`config.mk`:
```
export PLATFORM = sky130hd
export DESIGN_NAME = scl_timegen
export DESIGN_NICKNAME = d
export VERILOG_FILES = /design/src/rtl/scl_tg_pkg.sv /design/src/rtl/scl_tg_cfg.sv /design/src/rtl/scl_tg_fsm.sv /design/src/rtl/scl_tg_strobe.sv /design/src/rtl/scl_timegen.sv
export SDC_FILE = /design/constraint.sdc
export NUM_CORES = 1
export LEC_CHECK = 0
export BUFFER_PORTS_ARGS = -buffer_cell sky130_fd_sc_hd__buf_4
export CAP_MARGIN = 20
export CELL_PAD_IN_SITES_DETAIL_PLACEMENT = 1
export CELL_PAD_IN_SITES_GLOBAL_PLACEMENT = 2
export CORE_MARGIN = 10
export CORE_UTILIZATION = 35
export DETAILED_ROUTE_END_ITERATION = 10
export GPL_TIMING_DRIVEN = 1
export HOLD_SLACK_MARGIN = 0.03
export PLACE_DENSITY_LB_ADDON = 0.1
export SETUP_SLACK_MARGIN = 0.1
export SLEW_MARGIN = 10
export SYNTH_ARGS = -nofsm -noshare
export SYNTH_HDL_FRONTEND = slang
export SYNTH_HIERARCHICAL = 1
export SYNTH_SLANG_ARGS = --single-unit
```
`constraint.sdc`:
```
create_clock -name clk -period 4.6 [get_ports clk]
set_clock_uncertainty 0.1 [all_clocks]
set_input_delay 0.23 -clock clk [delete_from_list [all_inputs] [get_ports clk]]
set_output_delay 0.23 -clock clk [all_outputs]
set_load 0.05 [all_outputs]
```
`src/rtl/scl_tg_pkg.sv`:
```
package scl_tg_pkg;
    typedef enum logic [1:0] {
        PH_IDLE = 2'd0,
        PH_LOW  = 2'd1,
        PH_HIGH = 2'd2
    } phase_e;
endpackage

```
`src/rtl/scl_tg_cfg.sv`:
```
// Decodes divider and delay words into a half period and two clamped delays.
module scl_tg_cfg #(
    parameter int DIV_W = 16,
    parameter int DLY_W = 16
) (
    input  logic [DIV_W-1:0]   div_cfg,
    input  logic [2*DLY_W-1:0] dly_cfg,
    output logic [DIV_W-2:0]   half_o,
    output logic [DIV_W-2:0]   fall_dly_o,
    output logic [DIV_W-2:0]   rise_dly_o
);
    localparam int HALF_W = DIV_W - 1;
    localparam int CW     = (DLY_W > HALF_W) ? DLY_W : HALF_W;

    logic [HALF_W-1:0] half_raw;
    logic [HALF_W-1:0] lane_out [2];

    always_comb begin
        half_raw = div_cfg[DIV_W-1:1];
        if (half_raw == '0) begin
            half_o = {{(HALF_W-1){1'b0}}, 1'b1};
        end else begin
            half_o = half_raw;
        end
    end

    // Lane 1 holds the falling-edge delay, lane 0 the rising-edge delay.
    for (genvar g = 0; g < 2; g++) begin : g_lane
        logic [CW-1:0] raw_w;
        logic [CW-1:0] lim_w;
        logic [CW-1:0] eff_w;
        always_comb begin
            raw_w = CW'(dly_cfg[g*DLY_W +: DLY_W]);
            lim_w = CW'(half_o);
            if (raw_w == '0) begin
                eff_w = {{(CW-1){1'b0}}, 1'b1};
            end else if (raw_w > lim_w) begin
                eff_w = lim_w;
            end else begin
                eff_w = raw_w;
            end
            lane_out[g] = eff_w[HALF_W-1:0];
        end
    end

    assign fall_dly_o = lane_out[1];
    assign rise_dly_o = lane_out[0];
endmodule

```
`src/rtl/scl_tg_fsm.sv`:
```
// Phase state machine with the within-phase cycle counter.
module scl_tg_fsm
    import scl_tg_pkg::*;
#(
    parameter int HALF_W = 15
) (
    input  logic              clk,
    input  logic              rst_n,
    input  logic              enable,
    input  logic [HALF_W-1:0] half,
    output phase_e            state_o,
    output logic [HALF_W-1:0] pcnt_o
);
    phase_e            state_q, state_d;
    logic [HALF_W-1:0] pcnt_q, pcnt_d;
    logic              last_cyc;

    assign last_cyc = (pcnt_q == half - {{(HALF_W-1){1'b0}}, 1'b1});

    always_comb begin
        state_d = state_q;
        pcnt_d  = pcnt_q + {{(HALF_W-1){1'b0}}, 1'b1};
        if (!enable) begin
            state_d = PH_IDLE;                 // STOP
            pcnt_d  = '0;
        end else begin
            unique case (state_q)
                PH_IDLE: begin
                    state_d = PH_LOW;          // START
                    pcnt_d  = '0;
                end
                PH_LOW: begin
                    if (last_cyc) begin
                        state_d = PH_HIGH;     // RISE
                        pcnt_d  = '0;
                    end
                end
                PH_HIGH: begin
                    if (last_cyc) begin
                        state_d = PH_LOW;      // FALL
                        pcnt_d  = '0;
                    end
                end
                default: begin
                    state_d = PH_IDLE;
                    pcnt_d  = '0;
                end
            endcase
        end
    end

    always_ff @(posedge clk) begin
        if (!rst_n) begin
            state_q <= PH_IDLE;
            pcnt_q  <= '0;
        end else begin
            state_q <= state_d;
            pcnt_q  <= pcnt_d;
        end
    end

    assign state_o = state_q;
    assign pcnt_o  = pcnt_q;
endmodule

```
`src/rtl/scl_tg_strobe.sv`:
```
// Output decode: SCL request and the two phase-relative strobes.
module scl_tg_strobe
    import scl_tg_pkg::*;
#(
    parameter int HALF_W = 15
) (
    input  phase_e            state,
    input  logic [HALF_W-1:0] pcnt,
    input  logic [HALF_W-1:0] fall_dly,
    input  logic [HALF_W-1:0] rise_dly,
    output logic              scl_low_req,
    output logic              drive_stb,
    output logic              sample_stb
);
    logic [HALF_W:0] ord;   // 1-based cycle number within the phase

    always_comb begin
        ord         = {1'b0, pcnt} + {{HALF_W{1'b0}}, 1'b1};
        scl_low_req = 1'b0;
        drive_stb   = 1'b0;
        sample_stb  = 1'b0;
        unique case (state)
            PH_IDLE: ;
            PH_LOW: begin
                scl_low_req = 1'b1;
                drive_stb   = (ord == {1'b0, fall_dly});
            end
            PH_HIGH: begin
                sample_stb  = (ord == {1'b0, rise_dly});
            end
            default: ;
        endcase
    end
endmodule

```
`src/rtl/scl_timegen.sv`:
```
module scl_timegen
    import scl_tg_pkg::*;
#(
    parameter int DIV_W = 16,
    parameter int DLY_W = 16
) (
    input  logic               clk,
    input  logic               rst_n,
    input  logic               enable,
    input  logic [DIV_W-1:0]   div_cfg,
    input  logic [2*DLY_W-1:0] dly_cfg,
    output logic               scl_low_req,
    output logic               drive_stb,
    output logic               sample_stb
);
    localparam int HALF_W = DIV_W - 1;

    logic [HALF_W-1:0] half_eff;
    logic [HALF_W-1:0] fall_dly;
    logic [HALF_W-1:0] rise_dly;
    logic [HALF_W-1:0] pcnt_q;
    phase_e            state_q;

    scl_tg_cfg #(.DIV_W(DIV_W), .DLY_W(DLY_W)) u_cfg (
        .div_cfg    (div_cfg),
        .dly_cfg    (dly_cfg),
        .half_o     (half_eff),
        .fall_dly_o (fall_dly),
        .rise_dly_o (rise_dly)
    );

    scl_tg_fsm #(.HALF_W(HALF_W)) u_fsm (
        .clk     (clk),
        .rst_n   (rst_n),
        .enable  (enable),
        .half    (half_eff),
        .state_o (state_q),
        .pcnt_o  (pcnt_q)
    );

    scl_tg_strobe #(.HALF_W(HALF_W)) u_stb (
        .state       (state_q),
        .pcnt        (pcnt_q),
        .fall_dly    (fall_dly),
        .rise_dly    (rise_dly),
        .scl_low_req (scl_low_req),
        .drive_stb   (drive_stb),
        .sample_stb  (sample_stb)
    );
endmodule

```
==> flow_summary_export.csv, run 1 <==
group,metric,value,unit
min_path,worst_hold_path_type,"in2reg",
power,powerDensity,131,nW/µm²
sta,finalHoldViolCount,0,
sta,min_period,4280,ps
sta,slew_viol_final,0,
floorplanning,start_util,35.5,%
setup_path,end_kind,"output port",
yosys,yosys-top-cells-area,"ha_1 (12%), dfxtp_1 (8.9%), xnor2_1 (8.7%), and4_1 (5.0%), xor2_1 (4.6%)",
placed_design,place_hpwl,12000,µm
sta,tns,0,ps
final_layout,final_cell_mix,"buf_4 (59), nor2_1 (38), xnor2_1 (38)",
power,p_leak,1.68,nW
sta,whs,181,ps
detailed_routing,drc_errors,0,
clock_network,clk_path_buf_depth,2,
final_layout,fill_cells,1332,
floorplanning,io_pins,54,
clock_network,cts-root-buf,"clkbuf_8",
detailed_routing,num_vias,4014,
yosys,ys_warn_count,6,
power,ir_worst_vdd,0.0000763,V
min_path,holdCritStartpoint,"enable",
global_routing,antenna_found_initial,0,
clock_network,cts-buffers-inserted,3,
setup_path,rr_endpoint,"u_fsm/pcnt_o[11]",
sta,rsz0062_at_grt,"false",
detailed_routing,wl_per_cell,22.9,µm
clock_network,clock-sinks,17,
run_status,outcome,"finished, final reports clean",
clock_network,clock_latency,250,ps
yosys,synth_largest_area_cell,"ha_1",
global_routing,grt_pass1_wl,23000,µm
detailed_routing,detail_route.iter0.violations,273,
min_path,min_to,"u_fsm/state_o[0]",
setup_path,cp_max_fo,16,
clock_network,htree_levels,1,
final_layout,syn_to_final_growth,12.5,%
clock_network,path_clk_slew,70,ps
sta,setup_viol,0,
final_layout,n_antenna_cell,0,
yosys,netlist_area,3830,µm²
yosys,synth_ff_type,"dfxtp_1",
detailed_routing,first_pass_iters,5,
setup_path,r2r-start,"u_fsm/pcnt_o[3]",
setup_path,start_kind,"primary input",
global_routing,overflow,0,
yosys,async_flop_share,0,%
global_routing,grtUsageTotal,17.8,%
floorplanning,die_h,125,µm
setup_path,required,4270,ps
yosys,synth_edf_count,0,
floorplanning,rows,38,
sta,relSlewSlack,45.7,%
setup_path,worstSetupPathType,"in2out",
floorplanning,dieArea,15500,µm²
final_layout,fin_nets,597,
final_layout,layout_commonest_cell,"buf_4",
final_layout,drive_gt1_share,18.7,%
floorplanning,fp.dieW,125,µm
floorplanning,core,10800,µm²
yosys,syn_inst,484,
sta,max_freq,234,MHz
placed_design,port_buffers,52,
global_routing,grt_pass1_vias,4090,
placed_design,gp_congestion,0.877,
yosys,synth.avg_cell_area,7.92,µm²
yosys,seq_area_frac_synth,8.88,%
run,max-cap-violations,0,
clock_network,cts_hold_buf,0,
yosys,yosys.cell_types.count,79,
global_routing,grt_max_degree,22,
detailed_routing,viasPerCell,6.18,
sta,worstMarginPinSlew,814,ps
min_path,min_path_cells,3,
detailed_routing,detail-route-antenna-nets,0,
clock_network,cts_tree,"yes",
setup_path,ff2ff_path_depth,7,
setup_path,crit_arrival,3950,ps
yosys,syn-num-nets,571,
yosys,synth_top_area_share,11.8,%
setup_path,rrSetupSlack,1670,ps
yosys,synth-seq-cells,17,
sta,fin_crit_sh,93.0,%
detailed_routing,finalWirelength,14800,µm
## worst max-delay path, stage by stage
cell	delay, ps
buf_4	180
nor4_1	80
a41oi_1	320
inv_1	220
ha_1	220
nor2b_1	110
o211ai_1	110
a21o_4	280
a311oi_4	410
buf_4	240
a221o_1	150
xor2_1	210
and4_1	220
o32ai_1	70
a2111o_1	360
nor4_2	260
buf_4	250
## what timing repair did
item / in CTS / in global routing
setup buffers: 0 / 0
setup endpoints to repair: 0 / 2
resized for setup: 0 / 2
## state kept, by name, summed over array words and instances, names as in the netlist
name	cells
u_fsm/pcnt_o	15
u_fsm/state_o	2
## synth_stat cells, types with 16 or more instances
master,count
and4_1,22
clkbuf_1,23
dfxtp_1,17
ha_1,36
inv_1,28
nand2_1,19
nor2_1,38
nor4_1,16
xnor2_1,38
xor2_1,20
## logic make-up after synthesis
family	share of synthesized area (%)
simple gates	32.7
compound gates	24.0
buf+inv	7.64
xor+xnor	14.5
fa+ha+maj	11.8
flops	8.88
mux	0.555
## layer usage
layer / vias to the layer above / routed length [µm] / GRT usage (%)
li1: 1906 / - / -
met1: 1989 / 7200 / 24.3
met2: 104 / 6770 / 29.0
met3: 15 / 670 / 2.77
met4: 0 / 207 / 3.02
met5: - / 0 / 0
## power breakdown
part,switching (W),total (W),leakage [nW],internal [W]
clock network,0.0000554,0.000116,0.0255,0.0000602
logic,0.000167,0.000301,1.51,0.000134
registers,0.00000228,0.000150,0.137,0.000148
## worst max path at each step
stage / start / endpoint / slack (ps)
3_3_place_gp: div_cfg[8] / drive_stb / 300
3_5_place_dp: div_cfg[8] / drive_stb / 280
4_1_cts: div_cfg[8] / drive_stb / 270
2_1_floorplan: div_cfg[14] / sample_stb / 430
5_1_grt: div_cfg[6] / sample_stb / 120
6_report: div_cfg[6] / sample_stb / 320
## through the flow
step	setup WS [ps]	total power, W	utilization, %	cells	cell area, µm²
2_1_floorplan	431	0.000342	-	484	3830
3_3_place_gp	301	0.000442	39.5	645	4260
3_5_place_dp	279	0.000450	39.5	645	4260
4_1_cts	275	0.000570	39.9	649	4310
5_1_grt	121	0.000606	39.9	649	4310
6_report	320	0.000567	39.9	649	4310
## final cells by class
class | count | area (µm²) | area share (%)
tap | 140 | 175 | 4.06
timing repair buffer | 59 | 443 | 10.3
inverter | 28 | 105 | 2.44
multi-input combinational | 401 | 3200 | 74.3
sequential | 17 | 340 | 7.89
clock inverter | 1 | 5.00 | 0.116
clock buffer | 3 | 41.3 | 0.958
Note: power is estimated with default switching activity, not from simulation.
==> run 2: changes to the inputs <==
Settings changed: BUFFER_PORTS_ARGS -buffer_cell sky130_fd_sc_hd__buf_4 to default, CORE_UTILIZATION 35 to 39, DONT_BUFFER_PORTS from default to 1.
==> flow_summary_export.csv, run 2 (synthesis results as in run 1) <==
group,metric,value,unit
setup_path,cp_max_fo,15,
placed_design,place_hpwl,11500,µm
sta,min_period,4200,ps
floorplanning,io_pins,54,
floorplanning,core,9680,µm²
setup_path,worst-path-stages,15,
global_routing,grt_pass1_vias,3845,
global_routing,grt_pass1_wl,22300,µm
run_status,outcome,"finished, final reports clean",
min_path,min_to,"u_fsm/state_o[0]",
floorplanning,fp.dieW,119,µm
detailed_routing,wl_per_cell,23.8,µm
detailed_routing,first_pass_iters,4,
clock_network,cts_tree,"yes",
final_layout,syn_to_final_growth,2.61,%
floorplanning,rows,36,
sta,finalHoldViolCount,0,
sta,fin_crit_sh,91.2,%
detailed_routing,detail-route-antenna-nets,0,
placed_design,port_buffers,0,
setup_path,end_kind,"output port",
detailed_routing,viasPerCell,6.28,
setup_path,required,4270,ps
setup_path,worstSetupPathType,"in2out",
sta,setup_viol,0,
power,p_total,0.000498,W
clock_network,cts_hold_buf,0,
power,p_leak,1.44,nW
sta,whs,60.4,ps
power,ir_worst_vdd,0.0000912,V
clock_network,clock_latency,260,ps
setup_path,ff2ff_path_depth,7,
setup_path,slowest_stage,"a41o_1",
global_routing,grtUsageTotal,19.4,%
setup_path,crit_path_max_incr_delay,530,ps
clock_network,clock-sinks,17,
min_path,worst_hold_path_type,"in2reg",
detailed_routing,finalWirelength,14100,µm
final_layout,fin_nets,548,
final_layout,final_cell_mix,"nor2_1 (38), xnor2_1 (38), ha_1 (36)",
sta,relSlewSlack,44.4,%
clock_network,path_clk_slew,70,ps
setup_path,crit_family,"compound AO/OA/AOI/OAI gates",
floorplanning,dieArea,14200,µm²
setup_path,crit_chain,"nor4_1, a41oi_1, inv_1, ha_1, nor2b_1, o211ai_1, a21o_1, a41o_1, a22o_1, nor2b_1, a2111oi_0, nand4b_1, nor4_1, and4_1, buf_4",
sta,worstMarginPinSlew,832,ps
detailed_routing,num_vias,3723,
sta,rsz0062_at_grt,"false",
setup_path,rrSetupSlack,1700,ps
floorplanning,die_h,119,µm
final_layout,largest_register_ffs,15,
placed_design,gp_congestion,0.833,
setup_path,r2r-start,"u_fsm/pcnt_o[4]",
final_layout,n_antenna_cell,0,
setup_path,start_kind,"primary input",
global_routing,antenna_found_initial,0,
setup_path,critPathBufInv,2,
global_routing,overflow,0,
sta,slew_viol_final,0,
floorplanning,start_util,39.6,%
clock_network,post_cts_buffers,0,
clock_network,cts_resized,0,
clock_network,clk_path_buf_depth,2,
detailed_routing,drc_errors,0,
detailed_routing,detail_route.iter0.violations,295,
global_routing,grt_max_degree,22,
final_layout,drive_gt1_share,9.78,%
power,powerDensity,127,nW/µm²
clock_network,cts-root-buf,"clkbuf_8",
setup_path,crit_arrival,3870,ps
clock_network,htree_levels,1,
min_path,min_path_cells,2,
run,max-cap-violations,0,
clock_network,cts-buffers-inserted,3,
sta,tns,0,ps
setup_path,rr_endpoint,"u_fsm/pcnt_o[7]",
sta,max_freq,238,MHz
min_path,holdCritStartpoint,"enable",
-- run 2: worst max-delay path by stage --
stage,startpoint,slack [ps],end
final,div_cfg[12],400,drive_stb
after global routing,div_cfg[5],110,drive_stb
after CTS,div_cfg[12],470,drive_stb
after detailed placement,div_cfg[12],470,drive_stb
after global placement,div_cfg[14],520,sample_stb
after floorplan,div_cfg[14],430,sample_stb
-- run 2: power by group --
part	switching (W)	internal [W]	leakage (nW)
Sequential	0.00000218	0.000148	0.137
Combinational	0.000126	0.000107	1.28
Clock	0.0000548	0.0000603	0.0255
-- run 2: layout make-up --
class	instances	area, µm²
Fill cell	1178	5750
Sequential cell	17	340
Clock inverter	1	5.00
Clock buffer	3	41.3
Tap cell	133	166
Multi-Input combinational cell	401	3200
Inverter	28	105
Timing Repair Buffer	10	75.1
-- run 2: through the flow --
stage,cells,util (%),setup slack (ps),cell area (µm²)
finish,593,40.6,403,3930
global route,593,40.6,115,3930
CTS,593,40.6,467,3930
detailed placement,589,40.1,475,3890
global placement,589,40.1,516,3890
floorplan,484,-,431,3830
-- run 2: metal layers --
| metal | share of wire, % | up-vias | GRT usage [%] | wire, µm |
|---|---|---|---|---|
| li1 | - | 1813 | - | - |
| met5 | 0 | - | 0 | 0 |
| met3 | 7.3 | 14 | 5.90 | 1040 |
| met1 | 46 | 1813 | 25.0 | 6500 |
| met2 | 45 | 83 | 30.8 | 6400 |
| met4 | 1.4 | 0 | 4.50 | 191 |
==> run 3: changes to the inputs <==
Settings changed: PLACE_DENSITY from default to 0.85, PLACE_DENSITY_LB_ADDON 0.1 to default.
==> flow_summary_export.csv, run 3 (synthesis results as in run 1) <==
group,metric,value,unit
sta,finalHoldViolCount,0,
clock_network,clk_path_buf_depth,2,
sta,max_freq,243,MHz
final_layout,fin_cells,592,
final_layout,final_util,40.6,%
global_routing,grt_pass1_vias,3790,
sta,rsz0062_at_grt,"false",
clock_network,cts-buffers-inserted,3,
clock_network,clock_latency,250,ps
final_layout,fin_nets,547,
clock_network,clock-sinks,17,
power,powerDensity,125,nW/µm²
clock_network,cts_tree,"yes",
final_layout,final_cell_mix,"nor2_1 (38), xnor2_1 (38), ha_1 (36)",
clock_network,cts-root-buf,"clkbuf_8",
sta,slew_viol_final,0,
clock_network,cts_resized,0,
detailed_routing,num_vias,3809,
clock_network,post_cts_buffers,0,
setup_path,crit_path_max_incr_delay,610,ps
global_routing,grtUsageTotal,18.1,%
sta,worstMarginPinSlew,801,ps
sta,setup_viol,0,
final_layout,syn_to_final_growth,2.71,%
power,p_leak,1.44,nW
setup_path,r2r-start,"u_fsm/pcnt_o[3]",
run,max-cap-violations,0,
setup_path,required,4270,ps
min_path,holdCritStartpoint,"enable",
detailed_routing,drc_errors,0,
setup_path,crit_arrival,3790,ps
setup_path,start_kind,"primary input",
setup_path,worstSetupPathType,"in2out",
global_routing,overflow,0,
sta,relSlewSlack,46.5,%
placed_design,place_hpwl,11000,µm
detailed_routing,detail_route.iter0.violations,243,
floorplanning,die_h,119,µm
setup_path,slowest_stage,"or4_1",
final_layout,n_antenna_cell,0,
detailed_routing,wl_per_cell,23.0,µm
clock_network,htree_levels,1,
sta,tns,0,ps
clock_network,cts_hold_buf,0,
floorplanning,core,9680,µm²
detailed_routing,viasPerCell,6.43,
placed_design,place_inst,588,
floorplanning,rows,36,
setup_path,cp_max_fo,15,
global_routing,antenna_found_initial,0,
placed_design,gp_congestion,0.909,
floorplanning,io_pins,54,
detailed_routing,detail-route-antenna-nets,0,
floorplanning,fp.dieW,119,µm
final_layout,largest_register_ffs,15,
sta,fin_crit_sh,89.6,%
final_layout,drive_gt1_share,10.0,%
run_status,outcome,"finished, final reports clean",
floorplanning,dieArea,14200,µm²
clock_network,path_clk_slew,70,ps
detailed_routing,finalWirelength,13600,µm
global_routing,grt_max_degree,22,
min_path,worst_hold_path_type,"in2reg",
setup_path,cp-startpoint,"div_cfg[13]",
setup_path,end_kind,"output port",
detailed_routing,first_pass_iters,5,
global_routing,grt_pass1_wl,21100,µm
floorplanning,start_util,39.6,%
setup_path,crit_chain,"inv_1, ha_1, nand4b_4, or4_1, a21o_1, a31oi_4, a22o_1, nor2b_1, a2111oi_0, nand4b_1, nor4_1, and4_1, buf_4",
power,ir_worst_vdd,0.0000989,V
sta,min_period,4120,ps
placed_design,port_buffers,0,
run 3: layout make-up:
type                       instances  area (µm²)
fill                            1176        5750
sequential                        17         340
tap                              133         166
clock inverter                     1        5.00
timing repair buffer               9        67.6
multi-input combinational        401        3210
clock buffer                       3        41.3
inverter                          28         105
run 3: report_power, final:
part | internal (W) | leakage [nW] | switching [W]
clock network | 0.0000600 | 0.0255 | 0.0000499
registers | 0.000148 | 0.137 | 0.00000199
logic | 0.000106 | 1.28 | 0.000125
run 3: per-stage QoR:
| step | total power, W | area, µm² | setup slack, ps | hold slack, ps |
|---|---|---|---|---|
| after floorplan | 0.000342 | 3830 | 431 | 304 |
| after global placement | 0.000369 | 3880 | 464 | 331 |
| after detailed placement | 0.000378 | 3880 | 361 | 331 |
| after CTS | 0.000488 | 3930 | 362 | 65.6 |
| after global routing | 0.000522 | 3940 | 105 | 70.5 |
| final | 0.000491 | 3940 | 476 | 63.8 |
run 3: critical path: cells and delay by family:
kind	cells	cell delay (ps)
AND/OR/NAND/NOR	6	1560
AO/OA/AOI/OAI	4	1420
adder cells (fa/ha/maj)	1	330
buffers and inverters	2	250
run 3: worst paths after layout:
check        slack [ps]          endpoint  cells past startpoint
min                  60  u_fsm/state_o[1]                      2
max reg2reg        1800   u_fsm/pcnt_o[7]                      7
min reg2reg         530  u_fsm/state_o[1]                      2
max                 480         drive_stb                     13
run 3: metal layers:
metal / vias up / global-route usage (%) / routed length, µm
li1: 1810 / - / -
met2: 121 / 30.6 / 6440
met4: 0 / 4.81 / 276
met5: - / 0 / 0
met3: 21 / 4.02 / 1060
met1: 1857 / 22.5 / 5870
